--- config.mk ---
export PLATFORM = sky130hd
export DESIGN_NAME = word_byte_bridge
export DESIGN_NICKNAME = d
export VERILOG_FILES = /design/src/rtl/wbb_pkg.sv /design/src/rtl/wbb_region_dec.sv /design/src/rtl/wbb_wait_ctr.sv /design/src/rtl/wbb_byte_path.sv /design/src/rtl/word_byte_bridge.sv
export SDC_FILE = /design/constraint.sdc
export NUM_CORES = 1
export LEC_CHECK = 0
export ABC_AREA = 1
export BUFFER_PORTS_ARGS = -buffer_cell sky130_fd_sc_hd__buf_2
export CORE_ASPECT_RATIO = 1.75
export CORE_UTILIZATION = 45
export DETAILED_ROUTE_END_ITERATION = 7
export GPL_TIMING_DRIVEN = 0
export PLACE_DENSITY = 0.85
export SKIP_LAST_GASP = 1
export SLEW_MARGIN = 20
export SYNTH_ARGS = -nofsm -noshare
export SYNTH_HDL_FRONTEND = slang
export SYNTH_SLANG_ARGS = --single-unit
--- constraint.sdc ---
create_clock -name clk -period 2 [get_ports clk]
set_clock_uncertainty 0.1 [all_clocks]
set_input_delay 0.4 -clock clk [delete_from_list [all_inputs] [get_ports clk]]
set_output_delay 0.4 -clock clk [all_outputs]
set_load 0.05 [all_outputs]
--- src/rtl/wbb_pkg.sv ---
package wbb_pkg;

    localparam int unsigned WADDR_W = 15;
    localparam int unsigned WORD_W  = 16;
    localparam int unsigned BYTE_W  = 8;
    localparam int unsigned IDX_W   = 14;

    typedef enum logic {
        DIR_WRITE = 1'b0,
        DIR_READ  = 1'b1
    } dir_e;

    typedef struct packed {
        dir_e              dir;
        logic [BYTE_W-1:0] hold;   // odd byte on read, high byte on write
        logic [BYTE_W-1:0] even;   // even byte captured on read
        logic [BYTE_W-1:0] low;    // low write byte for the first cycle
    } lane_t;

    // Word address lies in a fast 16-bit RAM region
    function automatic logic in_fast(input logic [WADDR_W-1:0] w);
        return (w[14:12] == 3'b001) || (w[14:12] == 3'b101) || (w[14:13] == 2'b11);
    endfunction

    // Word index into the fast RAM
    function automatic logic [IDX_W-1:0] fast_index(input logic [WADDR_W-1:0] w);
        logic [WADDR_W-1:0] base;
        logic [WADDR_W-1:0] diff;
        base = (w[14:12] == 3'b001) ? 15'h1000 : 15'h4000;
        diff = w - base;
        return diff[IDX_W-1:0];
    endfunction

endpackage

--- src/rtl/wbb_region_dec.sv ---
module wbb_region_dec
    import wbb_pkg::*;
#(
    parameter bit FAST_EN = 1'b1
) (
    input  logic [WADDR_W-1:0] waddr,
    output logic               hit,
    output logic [IDX_W-1:0]   idx
);

    generate
        if (FAST_EN) begin : g_fast
            always_comb begin
                hit = in_fast(waddr);
                idx = fast_index(waddr);
            end
        end else begin : g_nofast
            logic unused_w;
            always_comb begin
                unused_w = ^waddr;
                hit      = 1'b0;
                idx      = '0;
            end
        end
    endgenerate

endmodule

--- src/rtl/wbb_wait_ctr.sv ---
module wbb_wait_ctr #(
    parameter  int unsigned LOAD = 5,
    localparam int unsigned CW   = $clog2(LOAD + 1)
) (
    input  logic          clk,
    input  logic          rst,
    input  logic          load,
    output logic [CW-1:0] cnt,
    output logic          idle
);

    always_ff @(posedge clk) begin
        if (rst)               cnt <= '0;
        else if (load)         cnt <= CW'(LOAD);
        else if (cnt != '0)    cnt <= cnt - 1'b1;
    end

    assign idle = (cnt == '0);

    AST_CNT_STEP: assert property (@(posedge clk) disable iff (rst)
        (cnt != '0) |=> (cnt == CW'($past(cnt) - 1'b1)));

endmodule

--- src/rtl/wbb_byte_path.sv ---
module wbb_byte_path
    import wbb_pkg::*;
#(
    parameter  int unsigned LOAD    = 5,
    parameter  int unsigned EVEN_AT = 2,
    localparam int unsigned CW      = $clog2(LOAD + 1)
) (
    input  logic              clk,
    input  logic              rst,
    input  logic              accept,
    input  dir_e              acc_dir,
    input  logic [WORD_W-1:0] acc_wdata,
    input  logic [CW-1:0]     cnt,
    input  logic [BYTE_W-1:0] pb_rdata,
    output logic              odd_phase,
    output logic              pb_rd,
    output logic              pb_wr,
    output logic [BYTE_W-1:0] pb_wdata,
    output logic [WORD_W-1:0] rd_word
);

    localparam logic [CW-1:0] C_LOAD = CW'(LOAD);
    localparam logic [CW-1:0] C_EVEN = CW'(EVEN_AT);
    localparam logic [CW-1:0] C_GRAB = CW'(EVEN_AT + 1);

    lane_t ln;

    always_ff @(posedge clk) begin
        if (rst) begin
            ln <= '{dir: DIR_READ, hold: '0, even: '0, low: '0};
        end else if (accept) begin
            ln.dir <= acc_dir;
            if (acc_dir == DIR_WRITE) begin
                ln.hold <= acc_wdata[WORD_W-1:BYTE_W];
                ln.low  <= acc_wdata[BYTE_W-1:0];
            end
        end else if (ln.dir == DIR_READ) begin
            if (cnt == C_GRAB)             ln.hold <= pb_rdata;
            if (cnt == CW'(1))             ln.even <= pb_rdata;
        end
    end

    always_comb begin
        odd_phase = (cnt > C_EVEN);
        pb_rd     = (ln.dir == DIR_READ)  && (cnt != '0);
        pb_wr     = (ln.dir == DIR_WRITE) && ((cnt == C_LOAD) || (cnt == C_EVEN));
        pb_wdata  = (cnt == C_LOAD) ? ln.low : ln.hold;
        rd_word   = {ln.even, ln.hold};
    end

    AST_ONE_STROBE: assert property (@(posedge clk) disable iff (rst)
        !(pb_rd && pb_wr));

    AST_ODD_LATCHED: assert property (@(posedge clk) disable iff (rst)
        (pb_rd && $past(pb_rd) && !odd_phase && $past(odd_phase))
        |-> (rd_word[BYTE_W-1:0] == $past(pb_rdata)));

endmodule

--- src/rtl/word_byte_bridge.sv ---
module word_byte_bridge
    import wbb_pkg::*;
#(
    parameter int unsigned WAIT_LOAD = 5,
    parameter int unsigned EVEN_AT   = 2,
    parameter bit          FAST_EN   = 1'b1
) (
    input  logic               clk,
    input  logic               rst,
    input  logic               cpu_start,
    input  logic [WADDR_W-1:0] cpu_waddr,
    input  logic               cpu_dir_in,
    input  logic [WORD_W-1:0]  cpu_wdata,
    output logic [WORD_W-1:0]  cpu_rdata,
    output logic               cpu_ready,
    output logic [WADDR_W:0]   pb_addr,
    output logic               pb_rd,
    output logic               pb_wr,
    output logic [BYTE_W-1:0]  pb_wdata,
    input  logic [BYTE_W-1:0]  pb_rdata,
    output logic               fast_sel,
    output logic               fast_we,
    output logic [IDX_W-1:0]   fast_idx,
    output logic [WORD_W-1:0]  fast_wdata,
    input  logic [WORD_W-1:0]  fast_rdata
);

    localparam int unsigned CW = $clog2(WAIT_LOAD + 1);

    logic               hit;
    logic               idle;
    logic               accept;
    logic               odd_phase;
    logic [CW-1:0]      cnt;
    logic [WORD_W-1:0]  rd_word;
    logic [WADDR_W-1:0] waddr_q;

    wbb_region_dec #(.FAST_EN(FAST_EN)) u_dec (
        .waddr (cpu_waddr),
        .hit   (hit),
        .idx   (fast_idx)
    );

    assign accept   = cpu_start && idle && !hit;
    assign fast_sel = cpu_start && idle && hit;

    wbb_wait_ctr #(.LOAD(WAIT_LOAD)) u_ctr (
        .clk  (clk),
        .rst  (rst),
        .load (accept),
        .cnt  (cnt),
        .idle (idle)
    );

    always_ff @(posedge clk) begin
        if (rst)         waddr_q <= '0;
        else if (accept) waddr_q <= cpu_waddr;
    end

    wbb_byte_path #(.LOAD(WAIT_LOAD), .EVEN_AT(EVEN_AT)) u_path (
        .clk       (clk),
        .rst       (rst),
        .accept    (accept),
        .acc_dir   (dir_e'(cpu_dir_in)),
        .acc_wdata (cpu_wdata),
        .cnt       (cnt),
        .pb_rdata  (pb_rdata),
        .odd_phase (odd_phase),
        .pb_rd     (pb_rd),
        .pb_wr     (pb_wr),
        .pb_wdata  (pb_wdata),
        .rd_word   (rd_word)
    );

    always_comb begin
        cpu_ready  = idle;
        pb_addr    = {waddr_q, odd_phase};
        fast_we    = fast_sel && (dir_e'(cpu_dir_in) == DIR_WRITE);
        fast_wdata = cpu_wdata;
        cpu_rdata  = fast_sel ? fast_rdata : rd_word;
    end

    AST_STALL_ON_SPLIT: assert property (@(posedge clk) disable iff (rst)
        accept |=> !cpu_ready);

    AST_FAST_NO_WAIT: assert property (@(posedge clk) disable iff (rst)
        fast_sel |=> cpu_ready);

    AST_FAST_NO_BYTES: assert property (@(posedge clk) disable iff (rst)
        fast_sel |-> (!pb_rd && !pb_wr));

    AST_ADDR_HELD: assert property (@(posedge clk) disable iff (rst)
        (!cpu_ready && !$past(cpu_ready)) |-> $stable(pb_addr[WADDR_W:1]));

endmodule

==> reports/qor.json, run 1 <==
{
  "grt": {
    "gr-usage-met2_pct": 47.7,
    "grt_pass1_vias": 2731,
    "grt_max_degree": 14,
    "grt_remaining_overflow": 0,
    "antenna_found_initial": 0,
    "grt_busiest_layer": "met2",
    "globalRouteTotalUtil_pct": 25.4,
    "globalRouteMet3Util_pct": 4.55,
    "wire_length_of_the_first_global_routing_pass_um": 11500,
    "met1_usage_pct": 24.7
  },
  "placement": {
    "dpl.cell_count": 549,
    "buffers_added_on_ports": 133,
    "gpl.final_weighted_congestion": 0.802,
    "sum_of_net_half_perimeters_after_detailed_placement_um": 5290
  },
  "worst_setup_path": {
    "startpoint_type": "flip-flop",
    "cp_max_fo": 5,
    "setup.worst_path.end_class": "primary output",
    "ff2ff_setup_slack_ns": 0.10,
    "worstSetupPathType": "reg2out",
    "worst_ep_required_time_ns": 1.50,
    "worst-endpoint-arrival_ns": 1.71
  },
  "logic_synthesis": {
    "synth_enable_flop_cells": 0,
    "register_area_share_after_synthesis_pct": 35.1,
    "synth.ff_latch_count": 43,
    "top_reg_cell_synth": "sky130_fd_sc_hd__dfxtp_1",
    "yosys.area.top_type_share_pct": 35.1,
    "count_of_synthesis_stage_warnings_from_yosys": 0,
    "post_synth_main_area_contributors": "sky130_fd_sc_hd__dfxtp_1 35%, sky130_fd_sc_hd__nand2_1 15%, sky130_fd_sc_hd__nor2_1 11%",
    "syn_nets": 426,
    "synth_async_sr_flop_share_pct": 0,
    "synth.distinct_cells": 29,
    "yosys.area.top_type": "sky130_fd_sc_hd__dfxtp_1",
    "syn_inst_count": 361,
    "syn_avg_cell_area_um2": 6.80,
    "synth.cell_area_mm2": 0.00245
  },
  "pwr": {
    "powerDensity_mw_per_mm2": 1390,
    "leak_pwr_nw": 2.07,
    "power.total_mw": 5.48,
    "worst_vdd_drop_v": 0.000668
  },
  "clock_network": {
    "cts_tree": "built",
    "numClockSinks": 43,
    "worst_skew_pair.late_latency_ns": 0.30,
    "cts.clk_slew.worst_paths_ns": 0.08,
    "tritoncts.num_buffers": 5,
    "htree_num_levels": 2,
    "clk_path_buf_depth": 2,
    "clock-root-buffer": "sky130_fd_sc_hd__clkbuf_8"
  },
  "die": {
    "die_area_mm2": 0.00576,
    "count_of_boundary_i_o_pins": 134,
    "die_wd_um": 57.8,
    "initial_core_util_pct": 46.7,
    "fp.coreArea_mm2": 0.00526,
    "std_cell_rows": 35,
    "floorplan.die.height_um": 99.7
  },
  "sta": {
    "timing.fmax_ghz": 0.453,
    "layout_setup_ws_ns": -0.206,
    "slew_headroom_pct": 55.4,
    "grt_setup_unrepaired": "true",
    "timing_worst_slew_pin_value_ns": 0.667,
    "post-route-min-period_ns": 2.21,
    "timing.final.crit_share_pct": 110,
    "setup_tns_ns": -4.50,
    "report.final.hold_viol_count": 0,
    "number_of_pins_with_negative_max_slew_slack_in_the_final_report": 0,
    "timing.final.setup_violations": 28
  },
  "detailed_routing": {
    "totalWireLength_um": 7780,
    "detailroute.via_count": 2873,
    "drtIter0Drc": 136,
    "routed_via_density": 5.01,
    "antenna_left": 0,
    "drt_pre_antenna_iters": 8,
    "drt_drc_violations_left": 8,
    "routed_wire_length_per_instance_um": 13.6
  },
  "run_status": {
    "failing_checks": "DRC, setup timing",
    "run_status": "finished, violations left"
  },
  "cells_and_area": {
    "fillerInstances": 391,
    "synthToLayoutAreaGrowth_pct": 60.7,
    "count_of_non_filler_cells_in_the_finished_layout": 573,
    "sequential_cell_area_um2": 866,
    "multi_input_comb_area_mm2": 0.00144,
    "layout-drive-gt1-share_pct": 51.5,
    "antennaDiodeCount": 0,
    "final_nets": 582
  },
  "job": {
    "cap_viol_max_count": 0
  },
  "hold_path": {
    "hold_path_class": "in2reg"
  }
}
[stage by stage]
stage          hold WS (ns)  setup WS, ns  area, um2  util (%)
2_1_floorplan         0.341        -0.244       2600         -
3_3_place_gp          0.348        -0.272       3340      63.5
3_5_place_dp          0.355        -0.331       3340      63.5
4_1_cts               0.240        -0.196       3740      71.2
5_1_grt               0.261        -0.273       3940      75.0
6_report              0.243        -0.206       3940      75.0
[power by group]
group | leakage (nW) | switching (mW) | total, mW | internal [mW]
registers | 0.352 | 0.143 | 1.21 | 1.07
logic | 1.67 | 2.34 | 3.65 | 1.30
clock network | 0.0505 | 0.310 | 0.624 | 0.314
[path summary, 6_finish.rpt]
| kind | startpoint | end | cells past startpoint |
|---|---|---|---|
| worst max-delay path | u_ctr.cnt[0] | cpu_rdata[8] | 9 |
| worst max register to register | u_ctr.cnt[1] | u_path.rd_word[9] | 7 |
| worst min-delay path | cpu_waddr[8] | waddr_q[8] | 3 |
| worst min register to register | u_path.rd_word[12] | u_path.rd_word[12] | 2 |
[synthesized netlist by cell type, types with 2 or more instances]
master                     instances
sky130_fd_sc_hd__dfxtp_1          43
sky130_fd_sc_hd__o21ai_0          27
sky130_fd_sc_hd__a31oi_1           2
sky130_fd_sc_hd__buf_2             3
sky130_fd_sc_hd__mux2_2            3
sky130_fd_sc_hd__inv_1            20
sky130_fd_sc_hd__o21bai_1          3
sky130_fd_sc_hd__nand2_1          95
sky130_fd_sc_hd__inv_2             4
sky130_fd_sc_hd__nand2_4           3
sky130_fd_sc_hd__o21ai_1           2
sky130_fd_sc_hd__ha_1              6
sky130_fd_sc_hd__nor2_2            2
sky130_fd_sc_hd__nand2_2           6
sky130_fd_sc_hd__buf_4            31
sky130_fd_sc_hd__clkbuf_1          6
sky130_fd_sc_hd__nor2_1           71
sky130_fd_sc_hd__a21oi_1          15
sky130_fd_sc_hd__nand3_1           9
[critical path, stage by stage (launching register included)]
cell and delay [ns]:
sky130_fd_sc_hd__dfxtp_4 0.37, sky130_fd_sc_hd__inv_4 0.06, sky130_fd_sc_hd__ha_4 0.14, sky130_fd_sc_hd__nand3_4 0.09
sky130_fd_sc_hd__nor2_4 0.21, sky130_fd_sc_hd__inv_2 0.09, sky130_fd_sc_hd__clkbuf_16 0.17, sky130_fd_sc_hd__nand2_2 0.06
sky130_fd_sc_hd__nand2_2 0.05, sky130_fd_sc_hd__buf_8 0.14
[per-layer routing]
metal	vias to the layer above	share of wire (%)
met5	-	0
met4	0	4.7
met3	31	6.0
met2	143	55
met1	1292	34
li1	1407	-
[cell type report]
| cell class | instances | share of cell area (%) |
|---|---|---|
| Inverter | 24 | 2.41 |
| Tap cell | 55 | 1.75 |
| Timing Repair Buffer | 148 | 25.4 |
| Multi-Input combinational cell | 253 | 36.6 |
| Clock buffer | 7 | 2.44 |
| Buffer | 42 | 9.27 |
| Clock inverter | 1 | 0.190 |
| Sequential cell | 43 | 22.0 |
[flip-flops by register name, indices dropped and copies added (netlist names)]
| name | count |
|---|---|
| u_path.rd_word | 16 |
| waddr_q | 15 |
| u_path.ln | 9 |
| u_ctr.cnt | 3 |
[cell usage in the layout (no fill, tap or decap), drive strengths merged]
cell type,netlist,routed
clkbuf,6,15
clkinvlp,0,1
dfxtp,43,43
nor3,1,1
ha,6,6
a31oi,2,2
inv,24,24
or2,1,1
nand2,104,105
xor2,1,1
buf,36,182
nand3,10,10
nor2,75,75
a21oi,15,15
o21bai,3,3
o21ai,30,30
mux2,3,3
a211oi,1,1
[cell families after synthesis]
family,synth area share (%)
xor+xnor,0.357
buf+inv,15.8
simple gates,33.1
flops,35.1
compound gates,11.3
mux,1.38
fa+ha+maj,3.06
[what timing repair did]
item,CTS,global route
resized for setup,71,36
endpoints found under the setup margin,30,48
cloned,0,3
hold buffers,0,0
setup buffers,9,5
pin swaps,4,8
(Power assumes the default switching activity.)
==> run 2: changes to the inputs <==
CORE_UTILIZATION = 46   (was 45)
CTS_BUF_LIST = sky130_fd_sc_hd__clkbuf_4 sky130_fd_sc_hd__clkbuf_8   (was unset)
PLACE_DENSITY = 0.86   (was 0.85)
==> run 2 against run 1 <==
Net effect: the flow still finishes with violations (DRC, setup timing); critical path depth decreased by 1; global-route usage increased by 0.63 points; routed wire length increased by 1.5%; combinational power increased by 4%; register-to-register slack got worse by 0.06 ns; fmax decreased by 0.72%; sequential power about the same.
==> reports/qor.json, run 2 (same netlist as run 1, synthesis figures left out) <==
{
  "clock_network": {
    "htree_num_levels": {"value": 2, "change": "unchanged"},
    "tritoncts.num_buffers": {"value": 5, "change": "unchanged"},
    "numClockSinks": {"value": 43, "change": "unchanged"},
    "cts_hold_buffers": {"value": 0, "change": "unchanged"},
    "clock-root-buffer": {"value": "sky130_fd_sc_hd__clkbuf_8", "change": "unchanged"},
    "cts_tree": {"value": "built", "change": "unchanged"},
    "cts.clk_slew.worst_paths": {"value": 0.08, "unit": "ns", "change": "about the same"},
    "worst_skew_pair.late_latency": {"value": 0.29, "unit": "ns", "change": "was 0.30 ns"},
    "clk_path_buf_depth": {"value": 2, "change": "unchanged"}
  },
  "pwr": {
    "powerDensity": {"value": 1410, "unit": "mW/mm2", "change": "was 1390 mW/mm2"},
    "leak_pwr": {"value": 2.15, "unit": "nW", "change": "was 2.07 nW"},
    "worst_vdd_drop": {"value": 0.00100, "unit": "V", "change": "was 0.000668 V"},
    "power.total": {"value": 5.80, "unit": "mW", "change": "was 5.48 mW"}
  },
  "placement": {
    "sum_of_net_half_perimeters_after_detailed_placement": {"value": 5320, "unit": "um", "change": "was 5290 um"},
    "gpl.final_weighted_congestion": {"value": 0.769, "change": "was 0.802"},
    "dp_slack": {"value": -0.322, "unit": "ns", "change": "was -0.331 ns"},
    "buffers_added_on_ports": {"value": 133, "change": "unchanged"},
    "dpl-instance-area": {"value": 0.00334, "unit": "mm2", "change": "about the same"}
  },
  "grt": {
    "globalRouteTotalUtil": {"value": 26.1, "unit": "%", "change": "was 25.4%"},
    "wire_length_of_the_first_global_routing_pass": {"value": 11500, "unit": "um", "change": "about the same"},
    "grt_remaining_overflow": {"value": 0, "change": "unchanged"},
    "grt_pass1_vias": {"value": 2709, "change": "was 2731"},
    "grt_max_degree": {"value": 15, "change": "was 14"},
    "antenna_found_initial": {"value": 1, "change": "was 0"}
  },
  "detailed_routing": {
    "antenna_left": {"value": 0, "change": "unchanged"},
    "routed_via_density": {"value": 5.03, "change": "was 5.01"},
    "drtIter0Drc": {"value": 93, "change": "was 136"},
    "routed_wire_length_per_instance": {"value": 13.7, "unit": "um", "change": "was 13.6 um"},
    "totalWireLength": {"value": 7900, "unit": "um", "change": "was 7780 um"},
    "drt_drc_violations_left": {"value": 6, "change": "was 8"},
    "drt_pre_antenna_iters": {"value": 6, "change": "was 8"},
    "detailroute.via_count": {"value": 2905, "change": "was 2873"}
  },
  "worst_setup_path": {
    "startpoint_type": {"value": "flip-flop", "change": "unchanged"},
    "critical_path.endpoint": {"value": "cpu_rdata[0]", "change": "was cpu_rdata[8]"},
    "cp_max_fo": {"value": 6, "change": "was 5"},
    "worstSetupPathType": {"value": "reg2out", "change": "unchanged"},
    "critPathLaunch": {"value": "u_ctr.cnt[2]", "change": "was u_ctr.cnt[0]"},
    "worst-endpoint-arrival": {"value": 1.72, "unit": "ns", "change": "was 1.71 ns"},
    "path_buf_inv": {"value": 5, "change": "was 4"},
    "worstRegToRegCells": {"value": 8, "change": "was 7"},
    "ff2ff_setup_slack": {"value": 0.04, "unit": "ns", "change": "was 0.10 ns"},
    "reg2reg_to": {"value": "u_path.rd_word[11]", "change": "was u_path.rd_word[9]"},
    "critPathMostFrequentCell": {"value": "sky130_fd_sc_hd__buf_6", "change": "was sky130_fd_sc_hd__nand2_2"},
    "cp_slowest_cell": {"value": "sky130_fd_sc_hd__dfxtp_1", "change": "was sky130_fd_sc_hd__dfxtp_4"},
    "path_cells": {"value": "inv_2 > nand3_4 > nor2_4 > buf_12 > clkbuf_16 > buf_6 > o21ai_2 > buf_6", "change": "was inv_4 > ha_4 > nand3_4 > nor2_4 > inv_2 > clkbuf_16 > nand2_2 > nand2_2 > buf_8"},
    "setup.worst_path.end_class": {"value": "primary output", "change": "unchanged"},
    "crit_cells": {"value": 8, "change": "was 9"},
    "cp_slowest_stage_delay": {"value": 0.44, "unit": "ns", "change": "was 0.37 ns"},
    "rr_startpoint": {"value": "u_ctr.cnt[1]", "change": "unchanged"},
    "crit_family": {"value": "buffers and inverters", "change": "unchanged"},
    "worst_ep_required_time": {"value": 1.50, "unit": "ns", "change": "about the same"}
  },
  "sta": {
    "slew_headroom": {"value": 60.6, "unit": "%", "change": "was 55.4%"},
    "number_of_pins_with_negative_max_slew_slack_in_the_final_report": {"value": 0, "change": "unchanged"},
    "post-route-min-period": {"value": 2.22, "unit": "ns", "change": "was 2.21 ns"},
    "timing.final.setup_violations": {"value": 27, "change": "was 28"},
    "layout_setup_ws": {"value": -0.222, "unit": "ns", "change": "was -0.206 ns"},
    "timing.final.crit_share": {"value": 111, "unit": "%", "change": "was 110%"},
    "grt_setup_unrepaired": {"value": "true", "change": "unchanged"},
    "timing.fmax": {"value": 0.450, "unit": "GHz", "change": "was 0.453 GHz"},
    "timing_worst_slew_pin_value": {"value": 0.588, "unit": "ns", "change": "was 0.667 ns"},
    "report.final.hold_viol_count": {"value": 0, "change": "unchanged"}
  },
  "cells_and_area": {
    "sequential_cell_area": {"value": 866, "unit": "um2", "change": "unchanged"},
    "postLayoutCoreUtil": {"value": 81.5, "unit": "%", "change": "was 75.0%"},
    "layout.cells.most_common_list": {"value": "104 x sky130_fd_sc_hd__buf_2, 70 x sky130_fd_sc_hd__nand2_1, 67 x sky130_fd_sc_hd__nor2_1", "change": "was 105 x sky130_fd_sc_hd__buf_2, 69 x sky130_fd_sc_hd__nand2_1, 66 x sky130_fd_sc_hd__nor2_1"},
    "fillerInstances": {"value": 329, "change": "was 391"},
    "finish.instance_area": {"value": 0.00413, "unit": "mm2", "change": "was 0.00394 mm2"},
    "multi_input_comb_area": {"value": 0.00148, "unit": "mm2", "change": "was 0.00144 mm2"},
    "synthToLayoutAreaGrowth": {"value": 68.1, "unit": "%", "change": "was 60.7%"},
    "layout-drive-gt1-share": {"value": 51.9, "unit": "%", "change": "was 51.5%"},
    "final_nets": {"value": 586, "change": "was 582"},
    "layout_commonest_cell": {"value": "sky130_fd_sc_hd__buf_2", "change": "unchanged"},
    "largest_register_ff_count": {"value": 16, "change": "unchanged"}
  },
  "run_status": {
    "failing_checks": {"value": "DRC, setup timing", "change": "unchanged"},
    "run_status": {"value": "finished, violations left", "change": "unchanged"}
  },
  "die": {
    "initial_core_util": {"value": 48.5, "unit": "%", "change": "was 46.7%"},
    "std_cell_rows": {"value": 34, "change": "was 35"},
    "die_area": {"value": 0.00564, "unit": "mm2", "change": "was 0.00576 mm2"},
    "count_of_boundary_i_o_pins": {"value": 134, "change": "unchanged"},
    "floorplan.die.height": {"value": 98.6, "unit": "um", "change": "was 99.7 um"},
    "die_wd": {"value": 57.2, "unit": "um", "change": "was 57.8 um"},
    "fp.coreArea": {"value": 0.00506, "unit": "mm2", "change": "was 0.00526 mm2"}
  },
  "hold_path": {
    "hold_path_class": {"value": "in2reg", "change": "unchanged"}
  },
  "job": {
    "cap_viol_max_count": {"value": 0, "change": "unchanged"}
  }
}
## run 2: cell types whose count changed in the layout (fill, tap and decap cells not counted), sizes merged
cell    delta
nand2      -1
diode      +1
clkbuf     -4
bufinv     +2
buf        +7
## run 2: worst min-delay path by stage
| stage | from | endpoint | slack (ns) | cells after the start |
|---|---|---|---|---|
| floorplan | u_path.rd_word[10] | u_path.rd_word[10] | 0.34 | 2 |
| global placement | u_path.rd_word[12] | u_path.rd_word[12] | 0.35 | 2 |
| detailed placement | u_path.rd_word[11] | u_path.rd_word[11] | 0.35 | 2 |
| CTS | cpu_waddr[7] | waddr_q[7] | 0.23 | 3 |
| global route | cpu_waddr[5] | waddr_q[5] | 0.25 | 3 |
| finish | cpu_waddr[7] | waddr_q[7] | 0.24 | 3 |
## run 2: per-stage QoR
stage | setup TNS, ns | hold slack, ns | std cells
5_1_grt | -6.66 | 0.250 | 577
6_report | -4.32 | 0.239 | 577
3_5_place_dp | -5.26 | 0.352 | 548
2_1_floorplan | -0.655 | 0.341 | 361
3_3_place_gp | -4.18 | 0.348 | 548
4_1_cts | -3.41 | 0.231 | 563
## run 2: worst reg2reg max path, cell delays in order (launching register included)
cell and delay [ns]:
sky130_fd_sc_hd__dfxtp_2 0.34, sky130_fd_sc_hd__inv_4 0.06, sky130_fd_sc_hd__buf_4 0.13, sky130_fd_sc_hd__ha_4 0.14, sky130_fd_sc_hd__inv_1 0.04, sky130_fd_sc_hd__nor2_1 0.45, sky130_fd_sc_hd__nand2_1 0.34, sky130_fd_sc_hd__nand2_1 0.16
sky130_fd_sc_hd__a21oi_1 0.08
## run 2: power breakdown
part,total (mW),switching [mW],internal (mW)
clock network,0.808,0.310,0.498
logic,3.78,2.37,1.41
registers,1.21,0.142,1.07
total,5.80,2.82,2.98
## run 2: metal layers
layer | global-route usage, % | vias up | wire (um)
met3 | 4.46 | 25 | 462
met5 | 0 | - | 0
li1 | - | 1413 | -
met4 | 12.8 | 0 | 310
met1 | 25.1 | 1328 | 2690
met2 | 51.0 | 139 | 4430
## run 2: area by class of cell
cell class / instances / area share, %
clock inverter: 3 / 1.64
timing repair buffer: 153 / 27.2
clock buffer: 5 / 1.67
antenna: 1 / 0.0607
buffer: 42 / 8.49
inverter: 24 / 2.43
sequential: 43 / 21.0
tap: 54 / 1.64
multi-input combinational: 252 / 35.9
## run 2: repair_timing
item / CTS / global route
endpoints found under the hold margin: 0 / 0
gates cloned: 1 / 2
gates resized for setup: 93 / 43
pin swaps: 4 / 7
setup endpoints to repair: 30 / 38
setup buffers: 6 / 11
==> run 3: changes to the inputs <==
CORE_MARGIN = 3   (was unset)
==> run 3 against run 2 <==
Net effect: the flow finishes with violations (setup timing); power decreased by 9.6%; flip-flop and latch count unchanged; fmax increased by 1.7%; cell area decreased by 7.5%; sequential share of layout area increased by 1.8 points; cell count decreased by 1.9%; core utilization decreased by 6.1 points; non-clock buffer count decreased by 10; worst setup slack improved by 0.037 ns; clock power decreased by 29%.
==> reports/qor.json, run 3 (same netlist as run 1, synthesis figures left out) <==
{
  "worst_setup_path": {
    "reg2reg_to": {"value": "u_path.rd_word[9]", "change": "was u_path.rd_word[11]"},
    "worstRegToRegCells": {"value": 7, "change": "was 8"},
    "setup.worst_path.end_class": {"value": "primary output", "change": "unchanged"},
    "worst-endpoint-arrival": {"value": 1.68, "unit": "ns", "change": "was 1.72 ns"},
    "rr_startpoint": {"value": "u_ctr.cnt[1]", "change": "unchanged"},
    "worst_ep_required_time": {"value": 1.50, "unit": "ns", "change": "about the same"},
    "startpoint_type": {"value": "flip-flop", "change": "unchanged"},
    "cp_max_fo": {"value": 5, "change": "was 6"},
    "worstSetupPathType": {"value": "reg2out", "change": "unchanged"},
    "ff2ff_setup_slack": {"value": 0.13, "unit": "ns", "change": "was 0.04 ns"}
  },
  "placement": {
    "buffers_added_on_ports": {"value": 133, "change": "unchanged"},
    "dpl.cell_count": {"value": 548, "change": "unchanged"},
    "dpl-instance-area": {"value": 0.00334, "unit": "mm2", "change": "unchanged"},
    "sum_of_net_half_perimeters_after_detailed_placement": {"value": 5500, "unit": "um", "change": "was 5320 um"},
    "gpl.final_weighted_congestion": {"value": 0.857, "change": "was 0.769"},
    "dp_slack": {"value": -0.301, "unit": "ns", "change": "was -0.322 ns"}
  },
  "job": {
    "cap_viol_max_count": {"value": 0, "change": "unchanged"}
  },
  "die": {
    "die_wd": {"value": 61.2, "unit": "um", "change": "was 57.2 um"},
    "floorplan.die.height": {"value": 103, "unit": "um", "change": "was 98.6 um"},
    "die_area": {"value": 0.00628, "unit": "mm2", "change": "was 0.00564 mm2"},
    "initial_core_util": {"value": 48.5, "unit": "%", "change": "unchanged"},
    "std_cell_rows": {"value": 34, "change": "unchanged"},
    "fp.coreArea": {"value": 0.00506, "unit": "mm2", "change": "unchanged"},
    "count_of_boundary_i_o_pins": {"value": 134, "change": "unchanged"}
  },
  "hold_path": {
    "whs_path_depth": {"value": 3, "change": "unchanged"},
    "holdPathEnd": {"value": "waddr_q[2]", "change": "was waddr_q[7]"},
    "hold_path_class": {"value": "in2reg", "change": "unchanged"},
    "min-delay-start": {"value": "cpu_waddr[2]", "change": "was cpu_waddr[7]"}
  },
  "clock_network": {
    "cts.clk_slew.worst_paths": {"value": 0.09, "unit": "ns", "change": "was 0.08 ns"},
    "numClockSinks": {"value": 43, "change": "unchanged"},
    "tritoncts.num_buffers": {"value": 5, "change": "unchanged"},
    "clock-root-buffer": {"value": "sky130_fd_sc_hd__clkbuf_8", "change": "unchanged"},
    "worst_skew_pair.late_latency": {"value": 0.30, "unit": "ns", "change": "was 0.29 ns"},
    "htree_num_levels": {"value": 2, "change": "unchanged"},
    "clk_path_buf_depth": {"value": 2, "change": "unchanged"},
    "cts_tree": {"value": "built", "change": "unchanged"}
  },
  "detailed_routing": {
    "drt_drc_violations_left": {"value": 0, "change": "was 6"},
    "drtIter0Drc": {"value": 106, "change": "was 93"},
    "detailroute.via_count": {"value": 2809, "change": "was 2905"},
    "routed_via_density": {"value": 4.96, "change": "was 5.03"},
    "antenna_left": {"value": 0, "change": "unchanged"},
    "drt_pre_antenna_iters": {"value": 4, "change": "was 6"},
    "routed_wire_length_per_instance": {"value": 13.1, "unit": "um", "change": "was 13.7 um"},
    "totalWireLength": {"value": 7410, "unit": "um", "change": "was 7900 um"}
  },
  "cells_and_area": {
    "layout-drive-gt1-share": {"value": 50.0, "unit": "%", "change": "was 51.9%"},
    "count_of_non_filler_cells_in_the_finished_layout": {"value": 566, "change": "was 577"},
    "fillerInstances": {"value": 388, "change": "was 329"},
    "synthToLayoutAreaGrowth": {"value": 55.6, "unit": "%", "change": "was 68.1%"},
    "antennaDiodeCount": {"value": 0, "change": "was 1"},
    "finish.instance_area": {"value": 0.00382, "unit": "mm2", "change": "was 0.00413 mm2"},
    "layout_commonest_cell": {"value": "sky130_fd_sc_hd__buf_2", "change": "unchanged"},
    "layout.cells.most_common_list": {"value": "107 x sky130_fd_sc_hd__buf_2, 72 x sky130_fd_sc_hd__nand2_1, 67 x sky130_fd_sc_hd__nor2_1", "change": "was 104 x sky130_fd_sc_hd__buf_2, 70 x sky130_fd_sc_hd__nand2_1, 67 x sky130_fd_sc_hd__nor2_1"},
    "postLayoutCoreUtil": {"value": 75.4, "unit": "%", "change": "was 81.5%"},
    "largest_register_ff_count": {"value": 16, "change": "unchanged"},
    "final_nets": {"value": 576, "change": "was 586"}
  },
  "grt": {
    "wire_length_of_the_first_global_routing_pass": {"value": 11800, "unit": "um", "change": "was 11500 um"},
    "antenna_found_initial": {"value": 0, "change": "was 1"},
    "grt_pass1_vias": {"value": 2858, "change": "was 2709"},
    "grt_remaining_overflow": {"value": 0, "change": "unchanged"},
    "globalRouteTotalUtil": {"value": 24.3, "unit": "%", "change": "was 26.1%"},
    "grt_max_degree": {"value": 14, "change": "was 15"}
  },
  "sta": {
    "timing.fmax": {"value": 0.458, "unit": "GHz", "change": "was 0.450 GHz"},
    "number_of_pins_with_negative_max_slew_slack_in_the_final_report": {"value": 0, "change": "unchanged"},
    "timing.final.setup_violations": {"value": 28, "change": "was 27"},
    "report.final.hold_viol_count": {"value": 0, "change": "unchanged"},
    "layout_setup_ws": {"value": -0.184, "unit": "ns", "change": "was -0.222 ns"},
    "grt_setup_unrepaired": {"value": "true", "change": "unchanged"},
    "timing.final.crit_share": {"value": 109, "unit": "%", "change": "was 111%"},
    "post-route-min-period": {"value": 2.18, "unit": "ns", "change": "was 2.22 ns"},
    "slew_headroom": {"value": 60.6, "unit": "%", "change": "about the same"},
    "timing_worst_slew_pin_value": {"value": 0.589, "unit": "ns", "change": "was 0.588 ns"}
  },
  "pwr": {
    "worst_vdd_drop": {"value": 0.000869, "unit": "V", "change": "was 0.00100 V"},
    "leak_pwr": {"value": 2.02, "unit": "nW", "change": "was 2.15 nW"},
    "power.total": {"value": 5.25, "unit": "mW", "change": "was 5.80 mW"},
    "powerDensity": {"value": 1370, "unit": "mW/mm2", "change": "was 1410 mW/mm2"}
  },
  "run_status": {
    "failing_checks": {"value": "setup timing", "change": "was DRC, setup timing"},
    "run_status": {"value": "finished, violations left", "change": "unchanged"}
  }
}
run 3: critical path: stages (launching register included):
cell and delay, ns:
sky130_fd_sc_hd__dfxtp_4 0.37, sky130_fd_sc_hd__inv_4 0.06, sky130_fd_sc_hd__ha_4 0.14, sky130_fd_sc_hd__nand3_4 0.08, sky130_fd_sc_hd__nor2_4 0.19, sky130_fd_sc_hd__buf_12 0.13, sky130_fd_sc_hd__buf_8 0.11, sky130_fd_sc_hd__nand2_2 0.07
sky130_fd_sc_hd__o21ai_4 0.07, sky130_fd_sc_hd__buf_8 0.16
run 3: worst max path at each step:
stage	depth (start not counted)	from	end
floorplan	5	u_ctr.cnt[1]	pb_wdata[2]
global placement	8	u_ctr.cnt[0]	cpu_rdata[6]
detailed placement	8	u_ctr.cnt[0]	cpu_rdata[4]
global route	9	u_ctr.cnt[0]	cpu_rdata[11]
finish	9	u_ctr.cnt[0]	cpu_rdata[7]
CTS	9	u_ctr.cnt[1]	cpu_rdata[11]
run 3: area by class of cell:
cell class                      count  area [um2]  area share (%)
Buffer                             42         344            9.01
Clock buffer                        6        76.3            2.00
Clock inverter                      2        12.5           0.328
Inverter                           24        95.1            2.49
Multi-Input combinational cell    252        1410            36.8
Sequential cell                    43         868            22.7
Tap cell                           54        67.6            1.77
Timing Repair Buffer              143         948            24.8
run 3: power by group:
group | total [mW] | leakage, nW | switching (mW) | internal, mW
clock network | 0.570 | 0.0446 | 0.312 | 0.258
logic | 3.48 | 1.62 | 2.26 | 1.21
registers | 1.20 | 0.353 | 0.129 | 1.07
run 3: repair_timing:
item                       in CTS  in global routing
setup buffers                   7                  2
hold buffers                    0                  0
setup endpoints to repair      30                 37
cloned                          2                  0
gates resized for setup        82                 14
pin swaps                       6                  1
run 3: metal layers:
metal / part of all wire (%) / GRT usage, %
met1: 36 / 24.7
met2: 55 / 44.8
met3: 5.7 / 3.88
met4: 4.1 / 13.2
met5: 0 / 0
run 3: metrics by stage:
stage               hold WS (ns)  TNS, ns
global placement           0.348    -4.23
floorplan                  0.341   -0.655
global route               0.249    -5.77
finish                     0.240    -3.89
CTS                        0.238    -3.82
detailed placement         0.352    -4.86
